`src/rtl/trace_par_pkg.sv`:
```
package trace_par_pkg;
  localparam int BYTE_W = 8;
  localparam int LINES  = 16;

  typedef enum logic [2:0] {W1, W2, W4, W8, W16, WOFF} width_e;

  typedef struct packed {
    logic              last;
    logic [BYTE_W-1:0] data;
  } ent_t;

  function automatic width_e decode_mode(input logic [3:0] m);
    case (m)
      4'd8:    return W1;
      4'd9:    return W2;
      4'd10:   return W4;
      4'd11:   return W8;
      4'd12:   return W16;
      default: return WOFF;
    endcase
  endfunction

  function automatic logic [4:0] lane_bits(input width_e w);
    case (w)
      W1:      return 5'd1;
      W2:      return 5'd2;
      W4:      return 5'd4;
      default: return 5'd8;
    endcase
  endfunction
endpackage

```
`src/rtl/trace_par_timebase.sv`:
```
module trace_par_timebase #(
  parameter int DIV_W = 16
) (
  input  logic             clk_i,
  input  logic             rst_ni,
  input  logic             run_i,
  input  logic             center_i,
  input  logic [DIV_W-1:0] div_i,
  output logic             beat_o,
  output logic             trc_clk_o
);
  logic [DIV_W-1:0] cnt_q;
  logic             phase_q, clk_q;
  logic             tick;

  assign tick      = run_i && (cnt_q >= div_i);
  // centred: beats on even ticks, clock edges on odd ticks
  assign beat_o    = tick && (!center_i || !phase_q);
  assign trc_clk_o = clk_q;

  always_ff @(posedge clk_i or negedge rst_ni) begin
    if (!rst_ni) begin
      cnt_q   <= '0;
      phase_q <= 1'b0;
      clk_q   <= 1'b0;
    end else if (!run_i) begin
      cnt_q   <= '0;
      phase_q <= 1'b0;
      clk_q   <= 1'b0;
    end else begin
      cnt_q <= tick ? '0 : cnt_q + 1'b1;
      if (tick) begin
        phase_q <= ~phase_q;
        if (!center_i || phase_q) clk_q <= ~clk_q;
      end
    end
  end

  p_off_clk_low_r1: assert property (@(posedge clk_i) disable iff (!rst_ni)
    !run_i |=> !trc_clk_o);
  p_center_edge_r3: assert property (@(posedge clk_i) disable iff (!rst_ni)
    (beat_o && center_i) |=> $stable(trc_clk_o));
endmodule

```
`src/rtl/trace_par_fifo.sv`:
```
module trace_par_fifo
  import trace_par_pkg::*;
#(
  parameter int DEPTH = 4,
  parameter int CNT_W = $clog2(DEPTH + 1)
) (
  input  logic              clk_i,
  input  logic              rst_ni,
  input  logic              push_i,
  input  ent_t              din_i,
  input  logic [1:0]        pop_i,
  output logic [CNT_W-1:0]  cnt_o,
  output ent_t              head0_o,
  output logic [BYTE_W-1:0] head1_data_o
);
  localparam int PTR_W = $clog2(DEPTH);

  ent_t             mem [DEPTH];
  logic [PTR_W-1:0] rd_q, wr_q, rd_nx;
  logic [CNT_W-1:0] cnt_q;

  assign rd_nx        = rd_q + 1'b1;
  assign head0_o      = mem[rd_q];
  assign head1_data_o = mem[rd_nx].data;
  assign cnt_o        = cnt_q;

  always_ff @(posedge clk_i) begin
    if (push_i) mem[wr_q] <= din_i;
  end

  always_ff @(posedge clk_i or negedge rst_ni) begin
    if (!rst_ni) begin
      rd_q  <= '0;
      wr_q  <= '0;
      cnt_q <= '0;
    end else begin
      if (push_i) wr_q <= wr_q + 1'b1;
      rd_q  <= rd_q + PTR_W'(pop_i);
      cnt_q <= cnt_q + CNT_W'(push_i) - CNT_W'(pop_i);
    end
  end

  p_no_overflow_r9: assert property (@(posedge clk_i) disable iff (!rst_ni)
    push_i |-> cnt_q < CNT_W'(DEPTH));
  p_no_underflow_r9: assert property (@(posedge clk_i) disable iff (!rst_ni)
    CNT_W'(pop_i) <= cnt_q);
endmodule

```
`src/rtl/trace_par_packer.sv`:
```
module trace_par_packer
  import trace_par_pkg::*;
#(
  parameter int CNT_W = 3
) (
  input  logic              clk_i,
  input  logic              rst_ni,
  input  width_e            width_i,
  input  logic              en_i,
  input  logic              beat_i,
  input  logic [CNT_W-1:0]  cnt_i,
  input  ent_t              head0_i,
  input  logic [BYTE_W-1:0] head1_data_i,
  output logic [1:0]        pop_o,
  output logic              busy_o,
  output logic [LINES-1:0]  data_o
);
  logic [BYTE_W-1:0] sh_q, sh_nx;
  logic [3:0]        left_q, left_nx;
  logic [LINES-1:0]  data_q, data_nx, mask;
  logic [4:0]        nbits;
  logic [1:0]        pop;

  assign nbits = lane_bits(width_i);
  assign mask  = LINES'((17'd1 << nbits) - 17'd1);

  always_comb begin
    pop     = 2'd0;
    data_nx = '0;
    sh_nx   = sh_q;
    left_nx = left_q;
    if (width_i == W16) begin
      if (cnt_i >= CNT_W'(2) && !head0_i.last) begin
        pop     = 2'd2;
        data_nx = {head1_data_i, head0_i.data};
      end else if (cnt_i != '0 && head0_i.last) begin
        pop     = 2'd1;  // odd tail: upper lane idles
        data_nx = {8'h00, head0_i.data};
      end
    end else if (width_i != WOFF) begin
      if (left_q != '0) begin
        data_nx = LINES'(sh_q) & mask;
        sh_nx   = sh_q >> nbits;
        left_nx = left_q - nbits[3:0];
      end else if (cnt_i != '0) begin
        pop     = 2'd1;
        data_nx = LINES'(head0_i.data) & mask;
        sh_nx   = head0_i.data >> nbits;
        left_nx = 4'd8 - nbits[3:0];
      end
    end
  end

  assign pop_o  = (en_i && beat_i) ? pop : 2'd0;
  assign busy_o = (left_q != '0);
  assign data_o = data_q;

  always_ff @(posedge clk_i or negedge rst_ni) begin
    if (!rst_ni) begin
      data_q <= '0;
      sh_q   <= '0;
      left_q <= '0;
    end else if (!en_i || width_i == WOFF) begin
      data_q <= '0;
    end else if (beat_i) begin
      data_q <= data_nx;
      sh_q   <= sh_nx;
      left_q <= left_nx;
    end
  end

  p_idle_disabled_r8: assert property (@(posedge clk_i) disable iff (!rst_ni)
    !en_i |=> data_o == '0);
  p_pad_upper_r6: assert property (@(posedge clk_i) disable iff (!rst_ni)
    (width_i == W16 && en_i && pop_o == 2'd1) |=> data_o[15:8] == 8'h00);
endmodule

```
`src/rtl/trace_par_tx.sv`:
```
module trace_par_tx
  import trace_par_pkg::*;
#(
  parameter int DIV_W = 16,
  parameter int DEPTH = 4
) (
  input  logic             clk_i,
  input  logic             rst_ni,
  input  logic [3:0]       mode_i,
  input  logic [DIV_W-1:0] div_i,
  input  logic             center_i,
  input  logic             enable_i,
  input  logic [7:0]       byte_i,
  input  logic             valid_i,
  input  logic             last_i,
  output logic             ready_o,
  output logic             trc_clk_o,
  output logic [15:0]      trc_data_o,
  output logic             empty_o
);
  localparam int CNT_W = $clog2(DEPTH + 1);

  width_e            width;
  logic              run, beat, push, busy;
  logic [1:0]        pop;
  logic [CNT_W-1:0]  cnt;
  ent_t              head0, din;
  logic [BYTE_W-1:0] head1_data;

  assign width   = decode_mode(mode_i);
  assign run     = (width != WOFF);
  assign ready_o = run && enable_i && (cnt < CNT_W'(DEPTH));
  assign push    = valid_i && ready_o;
  assign din     = '{last: last_i, data: byte_i};
  assign empty_o = (cnt == '0) && !busy;

  trace_par_timebase #(.DIV_W(DIV_W)) u_tb (
    .clk_i, .rst_ni, .run_i(run), .center_i, .div_i,
    .beat_o(beat), .trc_clk_o
  );

  trace_par_fifo #(.DEPTH(DEPTH), .CNT_W(CNT_W)) u_fifo (
    .clk_i, .rst_ni, .push_i(push), .din_i(din), .pop_i(pop),
    .cnt_o(cnt), .head0_o(head0), .head1_data_o(head1_data)
  );

  trace_par_packer #(.CNT_W(CNT_W)) u_pack (
    .clk_i, .rst_ni, .width_i(width), .en_i(enable_i), .beat_i(beat),
    .cnt_i(cnt), .head0_i(head0), .head1_data_i(head1_data),
    .pop_o(pop), .busy_o(busy), .data_o(trc_data_o)
  );

  p_ready_gate_r8: assert property (@(posedge clk_i) disable iff (!rst_ni)
    ready_o |-> enable_i);
  p_off_no_accept_r1: assert property (@(posedge clk_i) disable iff (!rst_ni)
    !run |-> !ready_o);
endmodule

```
`config.mk`:
```
export PLATFORM = sky130hd
export DESIGN_NAME = trace_par_tx
export DESIGN_NICKNAME = d
export VERILOG_FILES = /design/src/rtl/trace_par_pkg.sv /design/src/rtl/trace_par_timebase.sv /design/src/rtl/trace_par_fifo.sv /design/src/rtl/trace_par_packer.sv /design/src/rtl/trace_par_tx.sv
export SDC_FILE = /design/constraint.sdc
export NUM_CORES = 1
export LEC_CHECK = 0
export BUFFER_PORTS_ARGS = -buffer_cell sky130_fd_sc_hd__buf_4
export CAP_MARGIN = 20
export CORE_ASPECT_RATIO = 1.4
export CORE_MARGIN = 4
export CORE_UTILIZATION = 55
export CTS_CLUSTER_DIAMETER = 120
export DETAILED_ROUTE_END_ITERATION = 8
export PLACE_DENSITY_LB_ADDON = 0.08
export SLEW_MARGIN = 20
export SYNTH_ARGS = -nofsm -noshare
export SYNTH_HDL_FRONTEND = slang
export SYNTH_HIERARCHICAL = 1
export SYNTH_SLANG_ARGS = --single-unit
```
`constraint.sdc`:
```
create_clock -name clk_i -period 4.4 [get_ports clk_i]
set_clock_uncertainty 0.15 [all_clocks]
set_input_delay 0.44 -clock clk_i [delete_from_list [all_inputs] [get_ports clk_i]]
set_output_delay 0.44 -clock clk_i [all_outputs]
set_load 0.05 [all_outputs]
```
==> results.sh, run 1 <==
export IMPL_cp_end_kind="register"
export IMPL_synth_edff_count=36
export IMPL_post_synth_cell_area_avg_um2=12.28
export IMPL_crit_required_ns=4.47
export IMPL_p_clk_frac=0.381
export IMPL_grt_use_total=0.2175
export IMPL_internal_power_mw=1.436
export IMPL_maxCapViolations=0
export IMPL_chipWidth_um=88.57
export IMPL_cts_buffers=9
export IMPL_worstReg2RegEnd="u_fifo/cnt_o[2]$_DFF_PN0_"
export IMPL_fin_crit_ns=3.671
export IMPL_design_core_area_mm2=0.008708
export IMPL_path_cells="ha_1 -> nand4_1 -> nor3_1 -> nor3_1 -> o21a_1 -> nor2_1 -> nand2_1 -> nor4_2 -> buf_4 -> inv_1 -> ha_1 -> fa_1 -> xnor3_1"
export IMPL_clockBufferDepth=2
export IMPL_fin_tns_setup_ns=0
export IMPL_fillers=682
export IMPL_rr_startpoint="u_tb/cnt_q[13]$_DFF_PN0_"
export IMPL_fmax_mhz=272.4
export IMPL_insertion_delay_ns=0.34
export IMPL_routed_wl_um=10490
export IMPL_drv_slew=0
export IMPL_synth_seq_cells=89
export IMPL_dr_pass1_iters=4
export IMPL_first_global_vias=3623
export IMPL_worstSetupPathDepth=13
export IMPL_r2r_setup_slack_ns=0.73
export IMPL_cts_hold_buf=0
export IMPL_synth_simple_area_share=0.1342
export IMPL_worstPathMaxFanout=10
export IMPL_core_rowCount=40
export IMPL_synth_mux_area_frac=0.1101
export IMPL_dp_hpwl_um=7722
export IMPL_antenna_found_initial=0
export IMPL_overflow=0
export IMPL_yosysSeqAreaShare=0.4816
export IMPL_syn_nets=472
export IMPL_syn_area_mm2=0.004999
export IMPL_cts_tree="done"
export IMPL_relSlewSlack=0.4640
export IMPL_timing_hold_ws_ns=-0.02837
export IMPL_netSwitchingFraction=0.2694
export IMPL_synth_cell_types=67
export IMPL_p_per_area_mw_per_mm2=340.7
export IMPL_slowest_delay_ns=0.45
export IMPL_fin_area_mm2=0.005769
export IMPL_root_buffer="clkbuf_16"
export IMPL_die_area_mm2=0.01070
export IMPL_synth_area_top_cells="dfrtp_1 (27%), edfxtp_1 (22%), ha_1 (7.3%)"
export IMPL_clock_sinks=89
export IMPL_grt_first_pass_wirelength_um=17820
export IMPL_slowest_stage="fa_1"
export IMPL_wl_per_cell_um=18.34
export IMPL_synth_top_family_by_area="simple AND/OR/NAND/NOR gates"
export IMPL_drtAntennaViolNets=0
export IMPL_antenna_cells=0
export IMPL_reg2reg_depth=13
export IMPL_power_leakage_nw=2.521
export IMPL_synth_top_area_share=0.2653
export IMPL_vias_per_cell=6.058
export IMPL_gp_congestion=0.8648
export IMPL_chipHeight_um=120.8
export IMPL_setup_viol=0
export IMPL_syn_inst=407
export IMPL_ys_warn_count=6
export IMPL_drtIter0Drc=145
export IMPL_critPathLaunchType="register"
export IMPL_synthAdderAreaFrac=0.08060
export IMPL_p_seq_frac=0.478
export IMPL_synth_commonest_cells="dfrtp_1 (53), edfxtp_1 (36), ha_1 (29), inv_1 (29), nor2_1 (29)"
export IMPL_worst_pin_slew_ns=0.7974
export IMPL_synth_area_leader_cell="dfrtp_1"
export IMPL_worstHoldPathType="in -> async"
export IMPL_cts_resized=0
export IMPL_drive_above_1_share=0.2163
export IMPL_violations="negative hold slack"
export IMPL_syn_to_final_growth_pct=15.42
export IMPL_cts_clk_slew_worst_paths_ns=0.07
export IMPL_drcViolationCount=0
export IMPL_critPathTopFamily="simple AND/OR/NAND/NOR gates"
export IMPL_h_tree_depth=3
export IMPL_ys_flop_type="dfrtp_1"
export IMPL_combPwrFrac=0.140
export IMPL_ios=53
export IMPL_placed_area_mm2=0.005477
export IMPL_portBuffers=52
export IMPL_vias=3465
export IMPL_start_util=0.5740
export IMPL_synth_compound_area_frac=0.1111
export IMPL_finalHoldViolCount=16
export IMPL_path_buf_inv=2
export IMPL_p_sw_uw=529.5
export IMPL_grt_max_degree=54
export IMPL_async_reset_ff_frac=0.5955
export IMPL_fin_nets=527
export IMPL_grt_setup_unrepaired="no"
export IMPL_status="finished with violations"
export IMPL_postCtsSetupRepairBufs=0
export IMPL_cp_arrival_ns=3.74
export IMPL_fin_crit_sh=0.8344
export IMPL_synth_most_common_cell="dfrtp_1"
export IMPL_worstSetupPathType="reg -> reg"
export IMPL_synth_xor_area_frac=0.03805
export IMPL_ir_worst_vdd_mv=0.3965
-- layer usage --
metal | vias to the layer above | GRT usage | wire length (um)
li1 | 1633 | - | -
met1 | 1729 | 0.2605 | 4234
met2 | 86 | 0.3825 | 5637
met3 | 17 | 0.03545 | 422
met4 | 0 | 0.08601 | 196
met5 | - | 0 | 0
-- worst max path at each step --
stage                                   startpoint                         to  slack (ns)
after floorplan                          div_i[14]  u_fifo/cnt_o[2]$_DFF_PN0_        0.80
after global placement                   div_i[14]  u_fifo/cnt_o[2]$_DFF_PN0_        0.80
after detailed placement                 div_i[13]  u_fifo/cnt_o[2]$_DFF_PN0_        0.63
after CTS                 u_tb/cnt_q[13]$_DFF_PN0_  u_fifo/cnt_o[2]$_DFF_PN0_        0.73
after global routing      u_tb/cnt_q[14]$_DFF_PN0_  u_fifo/cnt_o[2]$_DFF_PN0_        0.41
final                     u_tb/cnt_q[13]$_DFF_PN0_  u_fifo/cnt_o[2]$_DFF_PN0_        0.73
-- through the flow --
step	hold slack (ns)	worst slack (ns)	total power, mW	utilization	cells
6_report	-0.02837	0.7288	1.965	0.6625	572
5_1_grt	0.03296	0.4092	2.060	0.6625	572
4_1_cts	0.01409	0.7315	1.990	0.6625	572
3_5_place_dp	0.3393	0.6250	1.238	0.6289	556
3_3_place_gp	0.3307	0.7967	1.219	0.6282	556
2_1_floorplan	-0.005591	0.8047	1.134	-	407
-- final cells by class --
| class | instances | area, um2 | share of cell area |
|---|---|---|---|
| flip-flops and latches | 89 | 2407 | 0.4173 |
| inverters | 30 | 115.1 | 0.01995 |
| clock inverters | 6 | 53.80 | 0.009326 |
| clock buffers | 10 | 239.0 | 0.04142 |
| repair buffers | 59 | 442.9 | 0.07677 |
| multi-input cells | 273 | 2380 | 0.4125 |
| well taps | 105 | 131.4 | 0.02277 |
-- sequential cells by signal, summed over array words and instances, names as in the netlist --
register        cells
u_fifo/cnt_o        3
u_fifo/mem         36
u_fifo/rd_q         2
u_fifo/wr_q         2
u_pack/data_o      16
u_pack/left_q       4
u_pack/sh_q         8
u_tb/cnt_q         16
u_tb/phase_q        1
u_tb/trc_clk_o      1
-- power groups by stage --
stage          clock [mW]  combinational [mW]  sequential [mW]
2_1_floorplan           0               0.187            0.947
3_3_place_gp            0               0.264            0.955
3_5_place_dp            0               0.281            0.957
4_1_cts             0.768               0.281            0.941
5_1_grt             0.803               0.312            0.945
6_report            0.749               0.276            0.940
-- cell usage in the layout (no fill, tap or decap), drive strengths merged, types with 9 or more instances in the layout --
cell type  count
xor2          10
dfrtp         53
mux4          19
a22oi         12
nand2b        10
inv           35
clkbuf        10
ha            29
nor2          30
a21oi          9
o21ai         13
nand3         12
a22o           9
buf           59
nand2         25
edfxtp        36
-- logic make-up after synthesis --
group	Yosys count
and+or+nand+nor	123
DFF	89
AOI/OAI and AO/OA	73
buffers and inverters	45
adders and majority gates	31
muxes	27
xor gates and xnor gates	18
other	1
Power figures use the tool's default switching activity.
==> inputs of run 2 (changes only) <==
Settings changed: CORE_UTILIZATION 55 to 53.
Clock period 4.4 ns to 3.3 ns, I/O delays scaled along.
==> run 2 against run 1 <==
The flow now finishes without violations. Flip-flop and latch count unchanged. Utilization decreased by 1.4 points. Cell count increased by 2.8%. Via count increased by 1.0%. Register-to-register slack worse by 0.56 ns. Setup slack got worse by 0.56 ns. Hold slack gained 0.059 ns. Critical path depth is 1 lower. Sequential power grew 33%. Combinational power grew 35%. Critical endpoint unchanged. Highest routed layer unchanged.
==> results.sh, run 2 (synthesis gave the netlist of run 1 again) <==
export IMPL_layout_common_cells="buf_4 (72), dfrtp_1 (52), edfxtp_1 (36)"
export IMPL_drive_above_1_share=0.2474
export IMPL_p_seq_frac=0.477
export IMPL_fin_crit_sh=0.9496
export IMPL_layout_commonest_cell="buf_4"
export IMPL_setup_viol=0
export IMPL_drcViolationCount=0
export IMPL_fin_nets=541
export IMPL_power_leakage_nw=2.588
export IMPL_clock_sinks=89
export IMPL_grt_max_degree=54
export IMPL_timing_hold_ws_ns=0.03050
export IMPL_largest_reg_flops=36
export IMPL_finalHoldViolCount=0
export IMPL_netSwitchingFraction=0.2761
export IMPL_start_util=0.5474
export IMPL_design_core_area_mm2=0.009131
export IMPL_cts_buffers=9
export IMPL_p_per_area_mw_per_mm2=443.8
export IMPL_drtAntennaViolNets=0
export IMPL_core_rowCount=41
export IMPL_fin_ws_ns=0.1662
export IMPL_worstSetupPathType="reg -> reg"
export IMPL_vias=3501
export IMPL_drtIter0Drc=193
export IMPL_p_clk_frac=0.381
export IMPL_worst_pin_slew_ns=0.6899
export IMPL_crit_required_ns=3.36
export IMPL_chipHeight_um=122.9
export IMPL_gp_congestion=0.8204
export IMPL_cts_tree="done"
export IMPL_rr_startpoint="u_tb/cnt_q[13]$_DFF_PN0_"
export IMPL_grt_first_pass_wirelength_um=17960
export IMPL_worstHoldPathType="in -> reg"
export IMPL_overflow=0
export IMPL_combPwrFrac=0.142
export IMPL_first_global_vias=3646
export IMPL_root_buffer="clkbuf_16"
export IMPL_dr_pass1_iters=4
export IMPL_die_area_mm2=0.01107
export IMPL_grt_use_total=0.2050
export IMPL_portBuffers=52
export IMPL_p_sw_uw=725.5
export IMPL_antenna_cells=0
export IMPL_fillers=705
export IMPL_syn_to_final_growth_pct=18.45
export IMPL_ir_worst_vdd_mv=0.4145
export IMPL_top_register="u_fifo/mem"
export IMPL_wl_per_cell_um=17.73
export IMPL_chipWidth_um=90.08
export IMPL_cts_clk_slew_worst_paths_ns=0.07
export IMPL_relSlewSlack=0.5387
export IMPL_ios=53
export IMPL_antenna_found_initial=0
export IMPL_vias_per_cell=5.954
export IMPL_internal_power_mw=1.902
export IMPL_routed_wl_um=10430
export IMPL_critPathLaunchType="register"
export IMPL_endpoint="u_fifo/cnt_o[2]$_DFF_PN0_"
export IMPL_reg2reg_depth=12
export IMPL_crit_start="u_tb/cnt_q[13]$_DFF_PN0_"
export IMPL_fin_crit_ns=3.134
export IMPL_drv_slew=0
export IMPL_cp_arrival_ns=3.20
export IMPL_maxCapViolations=0
export IMPL_r2r_setup_slack_ns=0.17
export IMPL_insertion_delay_ns=0.34
export IMPL_pre_cts_ws_ns=0.09584
export IMPL_cp_end_kind="register"
export IMPL_h_tree_depth=3
export IMPL_worstReg2RegEnd="u_fifo/cnt_o[2]$_DFF_PN0_"
export IMPL_worstPathMaxFanout=3
export IMPL_status="complete, no violations"
export IMPL_dp_hpwl_um=7952
export IMPL_fmax_mhz=319.1
export IMPL_clockBufferDepth=2
run 2: how the worst min path moves through the flow:
stage	from	end	depth (start not counted)
2_1_floorplan	rst_ni	u_fifo/cnt_o[0]$_DFF_PN0_	0
3_3_place_gp	rst_ni	u_tb/cnt_q[0]$_DFF_PN0_	1
3_5_place_dp	rst_ni	u_tb/cnt_q[0]$_DFF_PN0_	1
4_1_cts	byte_i[7]	u_fifo/mem[0][7]$_DFFE_PP_	1
5_1_grt	byte_i[6]	u_fifo/mem[1][6]$_DFFE_PP_	1
6_report	byte_i[7]	u_fifo/mem[2][7]$_DFFE_PP_	1
run 2: final cells by class:
class	instances	area, um2	area share
repair buffers	73	550.5	0.09298
well taps	107	133.9	0.02261
flip-flops and latches	89	2409	0.4068
multi-input cells	273	2417	0.4083
clock inverters	7	70.07	0.01183
clock buffers	9	225.2	0.03804
inverters	30	115.1	0.01944
run 2: per-layer routing:
layer  up-vias  track usage  part of all wire  wire [um]
met1      1761       0.2343              0.40       4174
met5         -            0                 0          0
met2        57       0.3759              0.54       5666
li1       1665            -                 -          -
met4         0      0.07280             0.020        204
met3        18      0.04991             0.037        381
run 2: what timing repair did:
item	in CTS	in global routing
hold buffers	1	0
setup endpoints to repair	0	5
buffers inserted	0	1
endpoints found under the hold margin	53	0
gates resized for setup	0	6
run 2: per-stage QoR:
| stage | util | total power [mW] | instances | area, um2 | setup TNS (ns) |
|---|---|---|---|---|---|
| finish | 0.6484 | 2.627 | 588 | 5921 | 0 |
| CTS | 0.6436 | 2.653 | 587 | 5877 | 0 |
| global route | 0.6484 | 2.760 | 588 | 5921 | -0.01573 |
| floorplan | - | 1.516 | 407 | 5007 | 0 |
| global placement | 0.6102 | 1.631 | 570 | 5572 | 0 |
| detailed placement | 0.6102 | 1.650 | 570 | 5572 | 0 |
run 2: critical path, stage by stage, from the launching register on:
cell     delay, ns
dfrtp_1       0.44
ha_4          0.29
nand4_1       0.17
nor2_1        0.12
nand3_1       0.12
o21a_1        0.21
nor2_2        0.14
nand2_2       0.11
nor4_4        0.25
inv_1         0.07
ha_1          0.32
fa_1          0.42
xnor3_1       0.18
run 2: power groups by stage:
stage / clock network, mW / logic, mW / registers [mW]
detailed placement: 0 / 0.373 / 1.28
global route: 1.07 / 0.424 / 1.26
CTS: 1.02 / 0.378 / 1.25
global placement: 0 / 0.359 / 1.27
finish: 1.00 / 0.373 / 1.25
floorplan: 0 / 0.253 / 1.26
